`config.mk`:
```
export PLATFORM = sky130hd
export DESIGN_NAME = flash_ctl_seq
export DESIGN_NICKNAME = d
export VERILOG_FILES = /design/src/rtl/flash_seq_pkg.sv /design/src/rtl/flash_key_lock.sv /design/src/rtl/flash_sector_map.sv /design/src/rtl/flash_op_timer.sv /design/src/rtl/flash_ctl_seq.sv
export SDC_FILE = /design/constraint.sdc
export NUM_CORES = 1
export LEC_CHECK = 0
export BUFFER_PORTS_ARGS = -buffer_cell sky130_fd_sc_hd__buf_4
export CAP_MARGIN = 20
export CORE_MARGIN = 5
export CORE_UTILIZATION = 35
export CTS_CLUSTER_DIAMETER = 50
export DETAILED_ROUTE_END_ITERATION = 8
export SKIP_CTS_REPAIR_TIMING = 1
export SLEW_MARGIN = 20
export SYNTH_ARGS = -nofsm -noshare
export SYNTH_HDL_FRONTEND = slang
export SYNTH_HIERARCHICAL = 1
export SYNTH_SLANG_ARGS = --single-unit
```
`constraint.sdc`:
```
create_clock -name clk -period 5.7 [get_ports clk]
set_input_delay 0.285 -clock clk [delete_from_list [all_inputs] [get_ports clk]]
set_output_delay 0.285 -clock clk [all_outputs]
set_load 0.005 [all_outputs]
```
`src/rtl/flash_seq_pkg.sv`:
```
package flash_seq_pkg;
   // register byte offsets
   localparam logic [4:0] OFS_KEY  = 5'h04;
   localparam logic [4:0] OFS_STAT = 5'h0C;
   localparam logic [4:0] OFS_CTRL = 5'h10;

   // unlock words, accepted only in this order
   localparam logic [31:0] UNLOCK_W0 = 32'h4567_0123;
   localparam logic [31:0] UNLOCK_W1 = 32'hCDEF_89AB;

   // control bit positions
   localparam int C_PROG   = 0;
   localparam int C_SERASE = 1;
   localparam int C_MERASE = 2;
   localparam int C_SNB    = 3;
   localparam int C_SNB_W  = 4;
   localparam int C_PSZ    = 8;
   localparam int C_START  = 16;
   localparam int C_LOCK   = 31;

   // status bit positions
   localparam int S_BUSY = 16;
   localparam int S_SEQ  = 7;
   localparam int S_PAR  = 6;
   localparam int S_ALN  = 5;
   localparam int S_WP   = 4;
   localparam int S_OPE  = 1;
   localparam logic [7:0] ERR_MASK = 8'hF2;

   typedef enum logic [1:0] {OP_NONE, OP_PROG, OP_SERASE, OP_MERASE} op_e;
   typedef enum logic [1:0] {LK_WAIT0, LK_WAIT1, LK_OPEN, LK_JAM} lock_e;

   typedef struct packed {
      logic [1:0]         psz;
      logic [C_SNB_W-1:0] snb;
      logic               merase;
      logic               serase;
      logic               prog;
   } ctl_t;
endpackage

```
`src/rtl/flash_key_lock.sv`:
```
module flash_key_lock
   import flash_seq_pkg::*;
(
   input  logic        clk,
   input  logic        rst_n,
   input  logic        key_we,
   input  logic [31:0] key_data,
   input  logic        relock,
   output logic        unlocked,
   output logic        jammed
);
   lock_e st_q, st_d;

   always_comb begin
      st_d = st_q;
      unique case (st_q)
         LK_WAIT0: if (key_we) st_d = (key_data == UNLOCK_W0) ? LK_WAIT1 : LK_JAM;
         LK_WAIT1: if (key_we) st_d = (key_data == UNLOCK_W1) ? LK_OPEN : LK_JAM;
         LK_OPEN: begin
            if (key_we)      st_d = LK_JAM;
            else if (relock) st_d = LK_WAIT0;
         end
         default: st_d = LK_JAM;
      endcase
   end

   always_ff @(posedge clk or negedge rst_n) begin
      if (!rst_n) st_q <= LK_WAIT0;
      else        st_q <= st_d;
   end

   assign unlocked = (st_q == LK_OPEN);
   assign jammed   = (st_q == LK_JAM);
endmodule

```
`src/rtl/flash_sector_map.sv`:
```
module flash_sector_map #(
   parameter int NUM_SECTORS = 12,
   parameter int SMALL_CNT   = 4,
   parameter int SMALL_KB    = 16,
   parameter int MID_KB      = 64,
   parameter int BIG_KB      = 128,
   parameter int ADDR_W      = 20,
   parameter int SNB_W       = 4
) (
   input  logic [SNB_W-1:0]  sel_idx,
   output logic [ADDR_W:0]   sel_base,
   output logic [ADDR_W:0]   sel_len,
   input  logic [ADDR_W-1:0] probe_addr,
   output logic [SNB_W-1:0]  probe_idx
);
   localparam int LEN_W = ADDR_W + 1;

   function automatic int sec_len(input int i);
      if (i < SMALL_CNT)       return SMALL_KB * 1024;
      else if (i == SMALL_CNT) return MID_KB * 1024;
      else                     return BIG_KB * 1024;
   endfunction

   function automatic int sec_base(input int i);
      int acc = 0;
      for (int j = 0; j < i; j++) acc += sec_len(j);
      return acc;
   endfunction

   logic [LEN_W-1:0]       base_tab [NUM_SECTORS];
   logic [LEN_W-1:0]       len_tab  [NUM_SECTORS];
   logic [NUM_SECTORS-1:0] hit;

   for (genvar g = 0; g < NUM_SECTORS; g++) begin : g_sec
      assign base_tab[g] = LEN_W'(sec_base(g));
      assign len_tab[g]  = LEN_W'(sec_len(g));
      assign hit[g] = ({1'b0, probe_addr} >= base_tab[g]) &&
                      ({1'b0, probe_addr} <  (base_tab[g] + len_tab[g]));
   end

   always_comb begin
      sel_base  = '0;
      sel_len   = '0;
      probe_idx = '0;
      for (int i = 0; i < NUM_SECTORS; i++) begin
         if (sel_idx == SNB_W'(i)) begin
            sel_base = base_tab[i];
            sel_len  = len_tab[i];
         end
         if (hit[i]) probe_idx = SNB_W'(i);
      end
   end
endmodule

```
`src/rtl/flash_op_timer.sv`:
```
module flash_op_timer #(
   parameter int ERASE_CYCLES = 24,
   parameter int PROG_CYCLES  = 3
) (
   input  logic clk,
   input  logic rst_n,
   input  logic launch,
   input  logic long_op,
   output logic busy,
   output logic finish
);
   localparam int MAXC  = (ERASE_CYCLES > PROG_CYCLES) ? ERASE_CYCLES : PROG_CYCLES;
   localparam int CNT_W = $clog2(MAXC + 1);
   localparam logic [CNT_W-1:0] LONG_LD  = CNT_W'(ERASE_CYCLES);
   localparam logic [CNT_W-1:0] SHORT_LD = CNT_W'(PROG_CYCLES);

   if (ERASE_CYCLES < 1 || PROG_CYCLES < 1) begin : g_bad_cycles
      $error("flash_op_timer: cycle counts must be at least 1");
   end

   logic [CNT_W-1:0] cnt_q;

   always_ff @(posedge clk or negedge rst_n) begin
      if (!rst_n) begin
         cnt_q  <= '0;
         finish <= 1'b0;
      end else begin
         finish <= (cnt_q == CNT_W'(1));
         if (launch)            cnt_q <= long_op ? LONG_LD : SHORT_LD;
         else if (cnt_q != '0)  cnt_q <= cnt_q - 1'b1;
      end
   end

   assign busy = (cnt_q != '0);
endmodule

```
`src/rtl/flash_ctl_seq.sv`:
```
module flash_ctl_seq
   import flash_seq_pkg::*;
#(
   parameter int NUM_SECTORS  = 12,
   parameter int SMALL_CNT    = 4,
   parameter int SMALL_KB     = 16,
   parameter int MID_KB       = 64,
   parameter int BIG_KB       = 128,
   parameter int ADDR_W       = 20,
   parameter int ERASE_CYCLES = 24,
   parameter int PROG_CYCLES  = 3
) (
   input  logic              clk,
   input  logic              rst_n,
   input  logic [4:0]        reg_addr,
   input  logic              reg_we,
   input  logic [31:0]       reg_wdata,
   output logic [31:0]       reg_rdata,
   input  logic              arr_we,
   input  logic [ADDR_W-1:0] arr_addr,
   input  logic [1:0]        arr_size,
   input  logic [63:0]       arr_wdata,
   input  logic              wp_en,
   input  logic [3:0]        wp_sector,
   output logic              busy,
   output logic              done_vld,
   output logic [1:0]        done_op,
   output logic [ADDR_W:0]   done_addr,
   output logic [ADDR_W:0]   done_len,
   output logic [63:0]       done_data
);
   localparam int LEN_W       = ADDR_W + 1;
   localparam int ARRAY_BYTES = SMALL_CNT * SMALL_KB * 1024 + MID_KB * 1024 +
                                (NUM_SECTORS - SMALL_CNT - 1) * BIG_KB * 1024;

   if (NUM_SECTORS <= SMALL_CNT || NUM_SECTORS > (1 << C_SNB_W)) begin : g_bad_count
      $error("flash_ctl_seq: sector count out of range");
   end
   if (ADDR_W < 3 || ARRAY_BYTES > (1 << ADDR_W)) begin : g_bad_addr
      $error("flash_ctl_seq: ADDR_W cannot cover the array");
   end

   // register decode
   logic wr_key, wr_stat, wr_ctl;
   assign wr_key  = reg_we && (reg_addr == OFS_KEY);
   assign wr_stat = reg_we && (reg_addr == OFS_STAT);
   assign wr_ctl  = reg_we && (reg_addr == OFS_CTRL);

   logic unused_wbits;
   assign unused_wbits = ^{reg_wdata[30:17], reg_wdata[15:10]};

   ctl_t ctl_q, ctl_new;
   always_comb begin
      ctl_new.psz    = reg_wdata[C_PSZ +: 2];
      ctl_new.snb    = reg_wdata[C_SNB +: C_SNB_W];
      ctl_new.merase = reg_wdata[C_MERASE];
      ctl_new.serase = reg_wdata[C_SERASE];
      ctl_new.prog   = reg_wdata[C_PROG];
   end

   logic unlocked, jammed, relock;
   flash_key_lock u_lock (
      .clk      (clk),
      .rst_n    (rst_n),
      .key_we   (wr_key),
      .key_data (reg_wdata),
      .relock   (relock),
      .unlocked (unlocked),
      .jammed   (jammed)
   );

   logic [LEN_W-1:0]   sec_base, sec_len;
   logic [C_SNB_W-1:0] probe_idx;
   flash_sector_map #(
      .NUM_SECTORS (NUM_SECTORS),
      .SMALL_CNT   (SMALL_CNT),
      .SMALL_KB    (SMALL_KB),
      .MID_KB      (MID_KB),
      .BIG_KB      (BIG_KB),
      .ADDR_W      (ADDR_W),
      .SNB_W       (C_SNB_W)
   ) u_map (
      .sel_idx    (ctl_new.snb),
      .sel_base   (sec_base),
      .sel_len    (sec_len),
      .probe_addr (arr_addr),
      .probe_idx  (probe_idx)
   );

   // operation decisions
   logic        launch, ctl_load;
   op_e         lop;
   logic [7:0]  err_set;
   logic [3:0]  size_mask;
   logic        misalign;
   logic [63:0] data_mask;

   assign size_mask = (4'd1 << arr_size) - 4'd1;
   assign misalign  = (arr_addr[2:0] & size_mask[2:0]) != 3'b000;

   always_comb begin
      unique case (arr_size)
         2'd0:    data_mask = 64'h0000_0000_0000_00FF;
         2'd1:    data_mask = 64'h0000_0000_0000_FFFF;
         2'd2:    data_mask = 64'h0000_0000_FFFF_FFFF;
         default: data_mask = '1;
      endcase
   end

   always_comb begin
      launch   = 1'b0;
      lop      = OP_NONE;
      relock   = 1'b0;
      ctl_load = 1'b0;
      err_set  = '0;
      if (wr_ctl) begin
         if (busy) begin
            err_set[S_OPE] = 1'b1;
         end else if (unlocked) begin
            ctl_load = 1'b1;
            if (reg_wdata[C_LOCK]) begin
               relock = 1'b1;
            end else if (reg_wdata[C_START]) begin
               if (ctl_new.merase && !ctl_new.serase) begin
                  if (!ctl_q.merase)  err_set[S_SEQ] = 1'b1;
                  else if (wp_en)     err_set[S_WP]  = 1'b1;
                  else begin
                     launch = 1'b1;
                     lop    = OP_MERASE;
                  end
               end else if (ctl_new.serase && !ctl_new.merase) begin
                  if (int'(ctl_new.snb) >= NUM_SECTORS)          err_set[S_SEQ] = 1'b1;
                  else if (wp_en && (wp_sector == ctl_new.snb))  err_set[S_WP]  = 1'b1;
                  else begin
                     launch = 1'b1;
                     lop    = OP_SERASE;
                  end
               end else begin
                  err_set[S_SEQ] = 1'b1;
               end
            end
         end
      end
      if (arr_we) begin
         if (busy || launch)                     err_set[S_OPE] = 1'b1;
         else if (!unlocked || !ctl_q.prog)      err_set[S_SEQ] = 1'b1;
         else if (arr_size != ctl_q.psz)         err_set[S_PAR] = 1'b1;
         else if (misalign)                      err_set[S_ALN] = 1'b1;
         else if (wp_en && probe_idx == wp_sector) err_set[S_WP] = 1'b1;
         else begin
            launch = 1'b1;
            lop    = OP_PROG;
         end
      end
   end

   // state
   logic [7:0]       err_q, err_clr;
   op_e              op_q;
   logic [LEN_W-1:0] op_addr_q, op_len_q;
   logic [63:0]      op_data_q;

   assign err_clr = wr_stat ? (reg_wdata[7:0] & ERR_MASK) : 8'h00;

   always_ff @(posedge clk or negedge rst_n) begin
      if (!rst_n) begin
         ctl_q     <= '0;
         err_q     <= '0;
         op_q      <= OP_NONE;
         op_addr_q <= '0;
         op_len_q  <= '0;
         op_data_q <= '0;
      end else begin
         if (ctl_load) ctl_q <= ctl_new;
         err_q <= (err_q & ~err_clr) | (err_set & ERR_MASK);
         if (launch) begin
            op_q <= lop;
            unique case (lop)
               OP_PROG: begin
                  op_addr_q <= {1'b0, arr_addr};
                  op_len_q  <= LEN_W'(1) << arr_size;
                  op_data_q <= arr_wdata & data_mask;
               end
               OP_SERASE: begin
                  op_addr_q <= sec_base;
                  op_len_q  <= sec_len;
                  op_data_q <= '0;
               end
               default: begin
                  op_addr_q <= '0;
                  op_len_q  <= LEN_W'(ARRAY_BYTES);
                  op_data_q <= '0;
               end
            endcase
         end
      end
   end

   flash_op_timer #(
      .ERASE_CYCLES (ERASE_CYCLES),
      .PROG_CYCLES  (PROG_CYCLES)
   ) u_timer (
      .clk     (clk),
      .rst_n   (rst_n),
      .launch  (launch),
      .long_op (lop != OP_PROG),
      .busy    (busy),
      .finish  (done_vld)
   );

   assign done_op   = op_q;
   assign done_addr = op_addr_q;
   assign done_len  = op_len_q;
   assign done_data = op_data_q;

   always_comb begin
      unique case (reg_addr)
         OFS_CTRL: reg_rdata = {!unlocked, 21'b0, ctl_q.psz, 1'b0, ctl_q.snb,
                                ctl_q.merase, ctl_q.serase, ctl_q.prog};
         OFS_STAT: reg_rdata = {15'b0, busy, 8'b0, err_q};
         default:  reg_rdata = '0;
      endcase
   end
endmodule

```
# After elaboration in Yosys (flattened, before gate mapping)
# Cells that the tools add are included.
[totals]
reg_bits = 133
latchBits = 0
ramBits = 0
romBits = 0
in_bits = 132
out_inout_bits = 142
elab_cells = 230
memories = 0
[op_classes]
addsub = 2
multipliers = 0
n_div = 0
n_lt_le_gt_ge = 23
n_eq_ne = 30
shift = 2
n_mux = 124
n_bitwise = 5
n_reduce_logical = 31
[op_table]
columns = ["operator", "n"]
rows = [
  ["two-way mux 21 bit", 21],
  ["one-hot mux 64 bit (3 select lines)", 1],
  ["one-hot mux 21 bit (2 select lines)", 2],
  [">= comparator 20 bit (second input constant)", 4],
  ["less-than comparator 20 bit (second input constant)", 4],
  ["bitwise AND 64 bit", 1],
  ["two-way mux 64 bit", 1],
  ["one-hot mux 32 bit (2 select lines)", 1],
  ["two-way mux 1 bit", 55],
  ["two-way mux 4 bit", 12],
  ["two-way mux 2 bit", 23],
  [">= comparator 20 x 16 -> 1 bit (second input constant)", 2],
  [">= comparator 20 x 19 -> 1 bit (second input constant)", 2],
  ["less-than comparator 20 x 16 -> 1 bit (second input constant)", 2],
  ["less-than comparator 20 x 19 -> 1 bit (second input constant)", 2],
  ["equality test 32 x 31 -> 1 bit (second input constant)", 1],
  ["equality test 32 bit (second input constant)", 1],
  ["two-way mux 15 bit", 2],
  ["less-than comparator 20 x 21 -> 1 bit (second input constant)", 1],
  ["<< shifter 1 x 2 -> 21 bit (first input constant)", 1],
  [">= comparator 20 x 15 -> 1 bit (second input constant)", 1],
  [">= comparator 20 x 17 -> 1 bit (second input constant)", 1],
  [">= comparator 20 x 18 -> 1 bit (second input constant)", 1],
  ["less-than comparator 20 x 17 -> 1 bit (second input constant)", 1],
  ["36 further kinds", 74],
]

# Depth between registers and ports, before layout
[logic_depth]
word_depth = 24
depth_mapped = 15
mapped_depth_nobuf = 14

# By module
# The synthesis kept the hierarchy.
[by_module_without_submodules]
columns = ["module", "n_inst", "cells_per_inst", "area_each_um2", "seq_area_each_um2"]
rows = [
  ["flash_ctl_seq", 1, 581, 6114.6, 3052.9],
  ["flash_sector_map", 1, 54, 366.6, 0.0],
  ["flash_op_timer", 1, 28, 326.6, 150.1],
  ["flash_key_lock", 1, 27, 221.5, 50.0],
]

# Worst setup path before layout
# Ideal clock, no wire load.
[synth_timing]
path_kind = "register -> register"
start = "reg u_timer.cnt_q[0]"
end = "reg op_len_q[14], in the netlist done_len[14]"
setup_time_ps = 79
t_arrival_ps = 3276
required_ps = 5621
path_slack_ps = 2344
stages_incl_launch_ff = 16
path_buffers = 3
period_less_slack_ps = 3356
cell_sequence = "dfrtp_1 inv_1 ha_1 nor4b_4 inv_1 or2_2 nor4_4 o221ai_2 inv_1 a2bb2oi_1 ha_1 clkbuf_1 clkbuf_1 clkbuf_1 nand2_1 mux2i_1"
[synth_between]
elab_chain_cells = 11
elab_cells_between_ends = 21
cone_classes = "eq/ne (2); mux (17); reduce/logical (2)"
[synth_lines]
columns = ["item", "line", "rtl"]
rows = [
  ["start, declared", "flash_op_timer.sv:21", "logic [CNT_W-1:0] cnt_q;"],
  ["start signal, assigned", "flash_op_timer.sv:29", "if (launch) cnt_q <= long_op ? LONG_LD : SHORT_LD;"],
  ["start signal, assigned", "flash_op_timer.sv:30", "else if (cnt_q != '0) cnt_q <= cnt_q - 1'b1;"],
  ["nonzero test 5 bit (*)", "flash_op_timer.sv:34", "assign busy = (cnt_q != '0);"],
  ["via busy", "flash_ctl_seq.sv:25", "output logic busy,"],
  ["two-way mux 2 bit", "flash_ctl_seq.sv:117", "if (busy) begin"],
  ["two-way mux 2 bit", "flash_ctl_seq.sv:116", "if (wr_ctl) begin"],
  ["two-way mux 2 bit", "flash_ctl_seq.sv:149", "else if (wp_en && probe_idx == wp_sector) err_set[S_WP] = 1'b1;"],
  ["two-way mux 2 bit", "flash_ctl_seq.sv:148", "else if (misalign) err_set[S_ALN] = 1'b1;"],
  ["two-way mux 2 bit", "flash_ctl_seq.sv:147", "else if (arr_size != ctl_q.psz) err_set[S_PAR] = 1'b1;"],
  ["two-way mux 2 bit", "flash_ctl_seq.sv:146", "else if (!unlocked || !ctl_q.prog) err_set[S_SEQ] = 1'b1;"],
  ["two-way mux 2 bit", "flash_ctl_seq.sv:145", "if (busy || launch) err_set[S_OPE] = 1'b1;"],
  ["two-way mux 2 bit (*)", "flash_ctl_seq.sv:144", "if (arr_we) begin"],
  ["via lop[1]", "flash_ctl_seq.sv:92", "op_e lop;"],
  ["equality test 2 bit or equality test 2 x 1 -> 1 bit (tied branches)", "flash_ctl_seq.sv:178", "unique case (lop)"],
  ["one-hot mux 21 bit (2 select lines) (*)", "flash_ctl_seq.sv:178", ""],
  ["end signal, assigned", "flash_ctl_seq.sv:181", "op_len_q <= LEN_W'(1) << arr_size;"],
  ["end signal, assigned", "flash_ctl_seq.sv:186", "op_len_q <= sec_len;"],
  ["end signal, assigned", "flash_ctl_seq.sv:191", "op_len_q <= LEN_W'(ARRAY_BYTES);"],
  ["end, declared", "flash_ctl_seq.sv:160", "logic [LEN_W-1:0] op_addr_q, op_len_q;"],
]
# The timed path passes the listed nets; every way through them passes the cells marked *.
# A chain may end at the register's enable or synchronous reset.

# Worst setup path after layout
[layout_timing]
start = "reg u_timer.cnt_q[1]"
end = "reg op_len_q[3], in the netlist done_len[3]"
[layout_between]
elab_chain_cells = 11
elab_cells_between_ends = 21
cone_classes = "eq/ne (2); mux (17); reduce/logical (2)"
[layout_lines]
columns = ["item", "line"]
rows = [
  ["nonzero test 5 bit (*)", "flash_op_timer.sv:34"],
  ["two-way mux 2 bit", "flash_ctl_seq.sv:117"],
  ["two-way mux 2 bit", "flash_ctl_seq.sv:116"],
  ["two-way mux 2 bit", "flash_ctl_seq.sv:149"],
  ["two-way mux 2 bit", "flash_ctl_seq.sv:148"],
  ["two-way mux 2 bit", "flash_ctl_seq.sv:147"],
  ["two-way mux 2 bit", "flash_ctl_seq.sv:146"],
  ["two-way mux 2 bit", "flash_ctl_seq.sv:145"],
  ["two-way mux 2 bit (*)", "flash_ctl_seq.sv:144"],
  ["via lop[1]", "flash_ctl_seq.sv:92"],
  ["equality test 2 bit or equality test 2 x 1 -> 1 bit (tied branches)", "flash_ctl_seq.sv:178"],
  ["one-hot mux 21 bit (2 select lines) (*)", "flash_ctl_seq.sv:178"],
]
# Marks and branches as above.

==> metrics.txt <==
number of global-route vias before repair 5730; worst hold path depth 2; 1st-pass router iterations 4; Finished Cell Area roughly 9500 sq um; Core ar. between 15000 and 20000 sq um; crit path DAT between 4000 and 5000 ps; reg2reg start u_timer/cnt_q[1]; CTS Buf Count 17; CTS sink cnt 130; Worst-Skew Late Latency ~400 ps; min-delay worst type in2reg; Setup crit end kind flop; PortBufs around 250; GRT overflow 0; Final nets between 1000 and 1500; n_diodes 0; R2R Path End done_len[3]; power per cell area about 240 nW/um^2; CTS tree done; worst-case reg-to-reg path depth 15; DIE WIDTH around 150 um; leakage about 4.7 nW; RSZ-0062 raised after global routing no; Worst VDD drop roughly 0.18 mV; clk buf depth 2; via count ~5500; CTS H-tree lvls 4; Root Buffer Master clkbuf_16; vias per cell about 4.5; P&R area growth vs syn 34.6%; share of power burned in the clock network 0.457; Worst slew margin 0.348; max-cap viol count 0; switching share of power 0.234; Max Clk Rate 240 MHz; HP Start reg_wdata[8]; initial drt markers 170; Worst EP required 5990 ps; Setup TNS 0 ps; Critical Path Start Type flop; Hold Path Sink ctl_q[7]; placed cell area slightly below 9000 sq um; crit share post-route 0.731; Final Hold Violating Endpoints 0; Routed Antenna Nets 0; CP Max Fanout 33; Mapped Area about 7000 sq um; IO Count between 200 and 300; Finish-stage setup viols 0; GRT Util Overall 0.165; internal power 1.77 mW; Initial Util 0.358; Register Area roughly 3300 sq um; CP Class reg2reg; DR WL/cell between 15 and 20 um; post-DP HPWL approximately 14000 um; Mapped Avg Cell Area just over 10 sq um; Comb power frac 0.117; row cnt just over 50; minimum clock period 4160 ps; die height 152 um; largest net degree at the start of global routing 75; Pins Over Slew Limit 0; Multi-input gate area just over 3000 sq um; Syn. warnings 6; reg2reg setup slack approximately 1500 ps; Max Clock Skew 8.59 ps; sw power between 0.5 and 0.6 mW; Slew @ Worst Pin ~960 ps; clock transition at the registers of the reported paths roughly 60 ps; most common cell after layout, fill and taps aside buf_4; global-route wire length before repair approximately 30000 um; die area between 20000 and 25000 sq um; RD Place Congestion slightly below 0.8; # DRC 0; status complete, no violations; commonest cells after routing, fill and taps aside 257 x buf_4, 130 x dfrtp_1, 83 x nand2_1; initial antenna violation count 0; cells after synthesis a little under 700; share of power burned in registers 0.426; FILL cells 1895; Routed WL about 19000 um; share of layout cells above drive strength 1 0.372
## worst max path at each step
stage	start	endpoint	slack (ps)	cells past startpoint
6_report	u_timer/cnt_q[1]	done_len[3]	1540	15
5_1_grt	u_timer/cnt_q[1]	done_len[3]	1130	15
4_1_cts	u_timer/cnt_q[1]	done_len[3]	1470	15
3_5_place_dp	u_timer/cnt_q[1]	done_len[3]	1540	15
3_3_place_gp	u_timer/cnt_q[0]	done_len[3]	1690	15
2_1_floorplan	u_timer/cnt_q[0]	done_len[14]	2340	15
## flip-flops by register name (all words and copies together) (netlist names)
signal	cells
ctl_q	9
done_addr	21
done_data	64
done_len	21
done_op	2
err_q	5
u_lock/st_q	2
u_timer/cnt_q	5
u_timer/finish	1
## cell type report
class | count | area share
clock inverter | 6 | 0.00873
tap | 265 | 0.0351
inverter | 79 | 0.0314
clock buffer | 22 | 0.0502
multi-input combinational | 445 | 0.324
timing repair buffer | 259 | 0.206
sequential | 130 | 0.344
## layer usage
layer / global-route usage / up-vias / routed length (um)
li1: - / 2670 / -
met1: 0.203 / 2570 / 8160
met2: 0.275 / 196 / 8940
met3: 0.0580 / 17 / 1750
met4: 0.0436 / 0 / 269
met5: 0 / - / 0
## worst max-delay path, cell delays in order (launching register included)
cell and delay (ps):
dfrtp_1 380, inv_1 110, ha_1 220, nor4b_4 320, inv_1 200, or2_2 350
nor4_4 310, o221ai_2 250, inv_1 260, o21ai_0 150, ha_1 450, and3_1 300
buf_4 240, a21oi_1 150, nor2_1 50, mux2_2 280
## power groups by stage
stage | Clock [mW] | Sequential, mW | Combinational, mW
after floorplan | 0 | 0.992 | 0.151
after global placement | 0 | 0.996 | 0.269
after detailed placement | 0 | 0.998 | 0.270
after CTS | 1.08 | 0.982 | 0.274
after global routing | 1.12 | 0.986 | 0.298
final | 1.05 | 0.982 | 0.270
## metrics by stage
| step | hold WS, ps | utilization | power [mW] | setup slack (ps) | instances |
|---|---|---|---|---|---|
| finish | 118 | 0.483 | 2.31 | 1540 | 1206 |
| floorplan | -10.6 | - | 1.14 | 2340 | 740 |
| detailed placement | 356 | 0.454 | 1.27 | 1540 | 1177 |
| global placement | 357 | 0.454 | 1.27 | 1690 | 1177 |
| CTS | -83.2 | 0.482 | 2.34 | 1470 | 1205 |
| global route | 109 | 0.483 | 2.40 | 1130 | 1206 |
Note: power is estimated with default switching activity, not from simulation.
